## config.mk

```make
export PLATFORM = sky130hd
export DESIGN_NAME = flash_page_writer
export DESIGN_NICKNAME = d
export VERILOG_FILES = /design/src/rtl/fws_pkg.sv /design/src/rtl/fws_byte_pick.sv /design/src/rtl/fws_pulse_timer.sv /design/src/rtl/flash_page_writer.sv
export SDC_FILE = /design/constraint.sdc
export NUM_CORES = 1
export LEC_CHECK = 0
export BUFFER_PORTS_ARGS = -buffer_cell sky130_fd_sc_hd__buf_2
export CAP_MARGIN = 20
export CORE_ASPECT_RATIO = 2
export CORE_MARGIN = 4
export CORE_UTILIZATION = 30
export CTS_CLUSTER_SIZE = 28
export DETAILED_ROUTE_END_ITERATION = 16
export MAX_ROUTING_LAYER = met4
export SLEW_MARGIN = 20
export SYNTH_ARGS = -nofsm -noshare
export SYNTH_HDL_FRONTEND = slang
export SYNTH_SLANG_ARGS = --single-unit
```

## constraint.sdc

```tcl
create_clock -name clk -period 3.75 [get_ports clk]
set_input_delay 0 -clock clk [delete_from_list [all_inputs] [get_ports clk]]
set_output_delay 0 -clock clk [all_outputs]
set_load 0.005 [all_outputs]
```

## src/rtl/fws_pkg.sv

```systemverilog
package fws_pkg;
    typedef enum logic [1:0] {
        ST_IDLE  = 2'd0,
        ST_BYTE  = 2'd1,
        ST_PULSE = 2'd2,
        ST_FIN   = 2'd3
    } fws_state_e;

    localparam logic [7:0] ERASED_BYTE = 8'hFF;
endpackage

```

## src/rtl/fws_byte_pick.sv

```systemverilog
module fws_byte_pick #(
    parameter int IDX_W = 7,
    parameter int LEN_W = 12
) (
    input  logic [IDX_W-1:0] idx,
    input  logic [LEN_W-1:0] left,
    input  logic [7:0]       src_data,
    output logic             in_range,
    output logic [7:0]       byte_val,
    output logic             skip
);
    import fws_pkg::*;

    always_comb begin
        in_range = LEN_W'(idx) < left;
        byte_val = in_range ? src_data : ERASED_BYTE;
        skip     = (byte_val == ERASED_BYTE);
    end
endmodule

```

## src/rtl/fws_pulse_timer.sv

```systemverilog
module fws_pulse_timer #(
    parameter int PULSE_CYC = 4
) (
    input  logic clk,
    input  logic rst_n,
    input  logic load,
    output logic last
);
    localparam int CW = $clog2(PULSE_CYC + 1);

    logic [CW-1:0] cnt_d, cnt_q;

    always_comb begin
        cnt_d = cnt_q;
        if (load)
            cnt_d = CW'(PULSE_CYC - 1);
        else if (cnt_q != '0)
            cnt_d = cnt_q - 1'b1;
        last = (cnt_q == CW'(1));
    end

    always_ff @(posedge clk or negedge rst_n) begin
        if (!rst_n) cnt_q <= '0;
        else        cnt_q <= cnt_d;
    end
endmodule

```

## src/rtl/flash_page_writer.sv

```systemverilog
module flash_page_writer #(
    parameter int ADDR_W     = 16,
    parameter int LEN_W      = 12,
    parameter int PAGE_BYTES = 128,
    parameter int PULSE_CYC  = 4
) (
    input  logic              clk,
    input  logic              rst_n,
    input  logic              req_valid,
    input  logic [ADDR_W-1:0] req_dst,
    input  logic [ADDR_W-1:0] req_src,
    input  logic [LEN_W-1:0]  req_len,
    output logic              src_rd,
    output logic [ADDR_W-1:0] src_addr,
    input  logic [7:0]        src_data,
    output logic              fl_prog,
    output logic [ADDR_W-1:0] fl_addr,
    output logic [7:0]        fl_data,
    output logic              busy,
    output logic              done,
    output logic              err
);
    import fws_pkg::*;

    localparam int IDX_W = $clog2(PAGE_BYTES);
    localparam logic [IDX_W-1:0] LAST_IDX = IDX_W'(PAGE_BYTES - 1);
    localparam logic [LEN_W-1:0] PAGE_LEN = LEN_W'(PAGE_BYTES);
    localparam logic [ADDR_W-1:0] PAGE_STEP = ADDR_W'(PAGE_BYTES);

    typedef struct packed {
        fws_state_e        st;
        logic [IDX_W-1:0]  idx;
        logic [LEN_W-1:0]  left;
        logic [ADDR_W-1:0] dst;
        logic [ADDR_W-1:0] src;
        logic [7:0]        data;
        logic              err;
    } regs_t;

    regs_t d, q;

    logic       in_range, skip, advance, tmr_load, tmr_last;
    logic [7:0] byte_val;

    fws_byte_pick #(.IDX_W(IDX_W), .LEN_W(LEN_W)) u_pick (
        .idx      (q.idx),
        .left     (q.left),
        .src_data (src_data),
        .in_range (in_range),
        .byte_val (byte_val),
        .skip     (skip)
    );

    fws_pulse_timer #(.PULSE_CYC(PULSE_CYC)) u_tmr (
        .clk   (clk),
        .rst_n (rst_n),
        .load  (tmr_load),
        .last  (tmr_last)
    );

    always_comb begin
        d        = q;
        d.err    = 1'b0;
        advance  = 1'b0;
        tmr_load = 1'b0;
        fl_prog  = 1'b0;
        fl_data  = q.data;
        fl_addr  = q.dst + ADDR_W'(q.idx);
        src_addr = q.src + ADDR_W'(q.idx);
        src_rd   = (q.st == ST_BYTE) && in_range;

        case (q.st)
            ST_IDLE: begin
                if (req_valid) begin
                    if (req_dst[IDX_W-1:0] != '0) begin
                        d.err = 1'b1;
                    end else begin
                        d.dst  = req_dst;
                        d.src  = req_src;
                        d.left = req_len;
                        d.idx  = '0;
                        d.st   = (req_len == '0) ? ST_FIN : ST_BYTE;
                    end
                end
            end
            ST_BYTE: begin
                if (skip) begin
                    advance = 1'b1;
                end else begin
                    fl_prog = 1'b1;
                    fl_data = byte_val;
                    d.data  = byte_val;
                    if (PULSE_CYC == 1) begin
                        advance = 1'b1;
                    end else begin
                        tmr_load = 1'b1;
                        d.st     = ST_PULSE;
                    end
                end
            end
            ST_PULSE: begin
                fl_prog = 1'b1;
                if (tmr_last) advance = 1'b1;
            end
            default: d.st = ST_IDLE;
        endcase

        if (advance) begin
            if (q.idx == LAST_IDX) begin
                d.idx = '0;
                if (q.left <= PAGE_LEN) begin
                    d.st = ST_FIN;
                end else begin
                    d.left = q.left - PAGE_LEN;
                    d.dst  = q.dst + PAGE_STEP;
                    d.src  = q.src + PAGE_STEP;
                    d.st   = ST_BYTE;
                end
            end else begin
                d.idx = q.idx + 1'b1;
                d.st  = ST_BYTE;
            end
        end

        busy = (q.st == ST_BYTE) || (q.st == ST_PULSE);
        done = (q.st == ST_FIN);
        err  = q.err;
    end

    always_ff @(posedge clk or negedge rst_n) begin
        if (!rst_n) begin
            q.st   <= ST_IDLE;
            q.idx  <= '0;
            q.left <= '0;
            q.dst  <= '0;
            q.src  <= '0;
            q.data <= '0;
            q.err  <= 1'b0;
        end else begin
            q <= d;
        end
    end
endmodule

```

# Yosys cells after proc, flatten, opt, wreduce, memory -nomap -nowiden
# Cells that the tools add are included.
dict set report classes {
  addsub 7
  order_cmp 2
  n_eq_ne 11
  muxes 25
  reduce_logical 11
}
# op count
set ops {}
lappend ops {{two-way mux 53 bit} 3}
lappend ops {{two-way mux 44 bit} 2}
lappend ops {{two-way mux 51 bit} 1}
lappend ops {{adder 16 x 7 -> 16 bit} 2}
lappend ops {{adder 16 x 8 -> 16 bit (second input constant)} 2}
lappend ops {{two-way mux 8 bit} 3}
lappend ops {{less-or-equal comparator 12 x 8 -> 1 bit (second input constant)} 1}
lappend ops {{logical NOT 12 bit} 1}
lappend ops {{< comparator 7 x 12 -> 1 bit} 1}
lappend ops {{subtractor 12 x 8 -> 12 bit (second input constant)} 1}
lappend ops {{two-way mux 9 bit} 1}
lappend ops {{inequality test 3 bit (second input constant)} 3}
lappend ops {{equality test 8 bit (second input constant)} 1}
lappend ops {{adder 7 x 1 -> 7 bit (second input constant)} 1}
lappend ops {{equality test 7 bit (second input constant)} 1}
lappend ops {{two-way mux 1 bit} 7}
lappend ops {{nonzero test 7 bit} 1}
lappend ops {{two-way mux 2 bit} 3}
lappend ops {{two-way mux 3 bit} 2}
lappend ops {{case mux 2 bit (3 select lines)} 1}
lappend ops {{nonzero test 2 bit} 3}
lappend ops {{equality test 2 bit (second input constant)} 2}
lappend ops {{inequality test 2 bit (second input constant)} 2}
lappend ops {{case mux 1 bit (2 select lines)} 2}
lappend ops {{other kinds (9)} 9}
dict set report totals {
  reg_bits 65
  in_bits 55
}

# Depth between registers and ports, before layout
dict set report depth {
  depth_word 8
  depth_mapped 11
  depth_no_buf 10
}

# Modules after synthesis
# From an unflattened synthesis, not the netlist that was laid out.
dict set report hier_totals {
  cells_unflattened 484
  hier_area_um2 4511.8
}
# mod n_inst cells_each area_each_um2 seq_area_each_um2
set modules_own_cells {}
lappend modules_own_cells {flash_page_writer 1 429 4030.1 1551.5}
lappend modules_own_cells {fws_byte_pick 1 36 279.0 0.0}
lappend modules_own_cells {fws_pulse_timer 1 19 202.7 75.1}

# Worst setup path before layout
# No wires, ideal clock.
dict set report synth_timing {
  path_type {flip-flop to flip-flop}
  startpoint {register q[60] in the netlist's numbering}
  endpoint {register q[40] in the netlist's numbering}
  setup_time_ns 0.123
  arrival_time_ns 2.251
  t_required_ns 3.627
  setup_slack_ns 1.376
  path_stages_with_launch 11
  path_buffers 2
  period_less_slack_ns 2.374
  path_cell_list {dfrtp_1 > inv_1 > ha_1 > and2_1 > a32o_1 > a31o_2 > buf_2 > a21oi_2 > buf_4 > a21oi_1 > o221a_2}
}
# item line_no
set synth_rtl {}
lappend synth_rtl {{from (decl)} flash_page_writer.sv:40} ;# regs_t d, q;

# Final worst setup path
dict set report layout_timing {
  startpoint {register, netlist name q[55]}
  endpoint {output fl_data[5]}
}
dict set report layout_between {
  elab_chain_len 5
}
# item line_no
set layout_rtl {}
lappend layout_rtl {{< comparator 7 x 12 -> 1 bit (*)} fws_byte_pick.sv:15} ;# in_range = LEN_W'(idx) < left;
lappend layout_rtl {{two-way mux 8 bit (*)} fws_byte_pick.sv:16} ;# byte_val = in_range ? src_data : ERASED_BYTE;
lappend layout_rtl {{equality test 8 bit} fws_byte_pick.sv:17} ;# skip = (byte_val == ERASED_BYTE);
lappend layout_rtl {{two-way mux 8 bit (*)} flash_page_writer.sv:87} ;# if (skip) begin
lappend layout_rtl {{two-way mux 8 bit (*)} --}
lappend layout_rtl {{to (decl)} flash_page_writer.sv:18} ;# output logic [7:0] fl_data,
# Every way passes the cells marked *; elsewhere a longest branch is shown, timed or not.

==> out/qor.csv <==
metric,value,unit
status,finished clean,
drt pass-1 iters,4,
reg2reg setup slack,0.82,ns
row count,61,
initial antenna violation count,0,
period utilization,79.89,%
maximum clock frequency,0.3338,GHz
Placed Cells,726,
Post-Layout Inst Area,0.005687,sq mm
max_cap viols,0,
clk_lat worst skew,0.33,ns
post-cts hold buffer count,47,
vias in the first global route,4025,
Synth Cell Area,0.004299,sq mm
clock buffer depth,2,
Slew @ Worst Pin,0.8514,ns
register area share after synthesis,37.83,%
fraction of layout cells with a size suffix above 1,26.33,%
post-cts resize count,0,
antenna cells,0,
Crit Path Category,reg2out,
gr ovfl total,0,
Finished Layout Cells,789,
worst hold slack,0.02349,ns
critical path peak fanout,16,
Worst VDD drop,0.0002255,V
Avg WL per Cell,15.25,um
die height,177.3,um
P per Cell Area,361.6,mW/mm^2
nets@finish,683,
Area after DPL,0.004918,sq mm
Pwr Total,2.057,mW
root buf cell,clkbuf_16,
area of the core,0.01397,sq mm
drt total wl,12040,um
first-pass GRT wire length,19600,um
register bit total from synthesis,65,
dpl ws,0.8116,ns
Tmin final,2.996,ns
CP Data Required Time,3.75,ns
Die Wd,92.65,um
initial DRC count,188,
area of the multi-input gates,0.002429,sq mm
Setup Buffers After CTS,0,
Synth Instances,456,
Sink Count,65,
Ys Warns,0,
CTS buffer count,9,
Critical Path AT,3.00,ns
fin util,40.71,%
final-report hold violation count,0,
worst setup margin,0.7541,ns
post-synthesis net count,544,
Slew headroom,42.97,%
post-route ant nets,0,
CTS tree,yes,
Initial Utilization,30.78,%
CP endpoint kind,output port,
GR Util All Layers,15.47,%
CTS H-tree lvls,3,
worst min path class,in2reg,
"Area growth, synth to finish",32.28,%
Worst setup SP type,flop,
largest net degree at the start of global routing,37,
detail-routed via count per cell,4.948,
Clock Skews,0.01036,ns
fin. max-slew vios,0,
Reg area,0.001627,sq mm
DP HPWL,9264,um
P_leak,2.828,nW
# IOs,100,
Yosys cell types,48,
vias,3904,
Filler Cell Count,1388,
die area,0.01643,sq mm
final setup fails,0,
unrepaired setup endpoints after global routing,no,
DRC,0,
clk slew on worst S/H paths,0.06,ns
Mapped Avg Cell Area,9.428,sq um
Setup Total Neg Slack,0,ns
GP Congestion,0.9064,
Port-buffer cells,99,
cell usage after synthesis, drive strengths merged:
cell    number  area [sq um]
dfrtp       65          1627
nor2        48         196.4
a21oi       36         183.9
nand3       32         160.2
ha          31         387.9
inv         27         101.4
o21ai       20         100.1
nand2       19         71.32
buf         17         128.9
o221a       17         191.4
mux2        14         191.4
xnor2       14         122.6
xor2        14         122.6
and2        12         80.08
and3        11         68.82
nand2b       8         50.05
a211oi       7         52.55
nor2b        7         43.79
a31oi        6         37.54
nand4        6         37.54
nor3         6         30.03
o21a         6         45.04
a21o         5         37.54
clkbuf       5         18.77
nor4         3         25.02
o31ai        3         22.52
fa           2         40.04
mux2i        2         20.02
nor3b        2         15.01
or4          2         15.01
a311o        1         10.01
a31o         1         8.760
a32o         1         10.01
o21ba        1         10.01
o22ai        1         6.260
o31a         1         8.760
o41ai        1         8.760
or2          1         6.260
or3          1         6.260
metal layers:
metal / global-route usage (%) / routed length [um] / vias to the layer above
li1: - / - / 1905
met1: 15.91 / 4575 / 1901
met2: 28.40 / 6716 / 79
met3: 2.376 / 373 / 19
met4: 7.217 / 371 / 0
met5: - / 0 / -
layout make-up:
class | instances | share of cell area (%)
Inverter | 27 | 1.782
Timing Repair Buffer | 150 | 17.51
Clock inverter | 5 | 0.9681
Tap cell | 189 | 4.158
Clock buffer | 11 | 4.268
Multi-Input combinational cell | 342 | 42.71
Sequential cell | 65 | 28.60
where the power goes:
| group | internal (mW) | switching, mW | total [mW] | leakage, nW |
|---|---|---|---|---|
| combinational | 0.204 | 0.168 | 0.372 | 1.82 |
| sequential | 0.768 | 0.0752 | 0.843 | 0.868 |
| clock | 0.530 | 0.311 | 0.842 | 0.142 |
logic make-up after synthesis:
group / after synthesis / synth area share (%)
simple gates: 158 / 18.74
xor+xnor: 28 / 5.704
buf+inv: 49 / 5.792
compound gates: 107 / 17.05
flops: 65 / 37.83
fa+ha+maj: 33 / 9.953
mux: 16 / 4.918
cell usage in the layout (no fill, tap or decap), types with 4 or more instances in the layout:
master,Yosys,routed
and2_1,10,10
nand4_1,6,6
a31oi_1,6,6
clkbuf_16,0,9
xor2_1,14,14
o21ai_0,19,19
xnor2_1,14,14
buf_2,6,99
nand2_1,19,19
a211oi_1,7,7
dlygate4sd3_1,0,47
nor2b_1,7,7
nand3_1,32,32
nand2b_1,8,8
inv_1,27,27
a21o_1,5,5
mux2_4,9,9
o21a_1,6,6
a21oi_1,35,35
and3_1,11,11
nor2_1,47,47
dfrtp_1,65,65
o221a_2,17,17
mux2_2,5,5
buf_4,9,4
ha_1,31,31
nor3_1,6,6
path summary, 6_finish.rpt:
check,startpoint,endpoint,depth (start not counted)
setup / recovery,q[55],fl_data[5],10
hold / removal,src_data[5],q[6],3
setup reg to reg,q[60],q[40],9
hold reg to reg,q[29],q[29],1
max in group asynchronous,rst_n,q[55],3
min in group asynchronous,rst_n,q[12],2
flip-flops by register name (all words and copies together) (netlist names):
name and flops:
err 1, q 61, u_tmr.cnt_q 3
critical path, stage by stage (launching register included):
cell     delay [ns]
dfrtp_1        0.46
ha_1           0.32
a21o_1         0.18
a31oi_1        0.12
o21ai_0        0.17
and2_1         0.32
nor3b_2        0.40
buf_4          0.28
nor2_1         0.06
a21oi_1        0.20
buf_2          0.16
(Power assumes the default switching activity.)
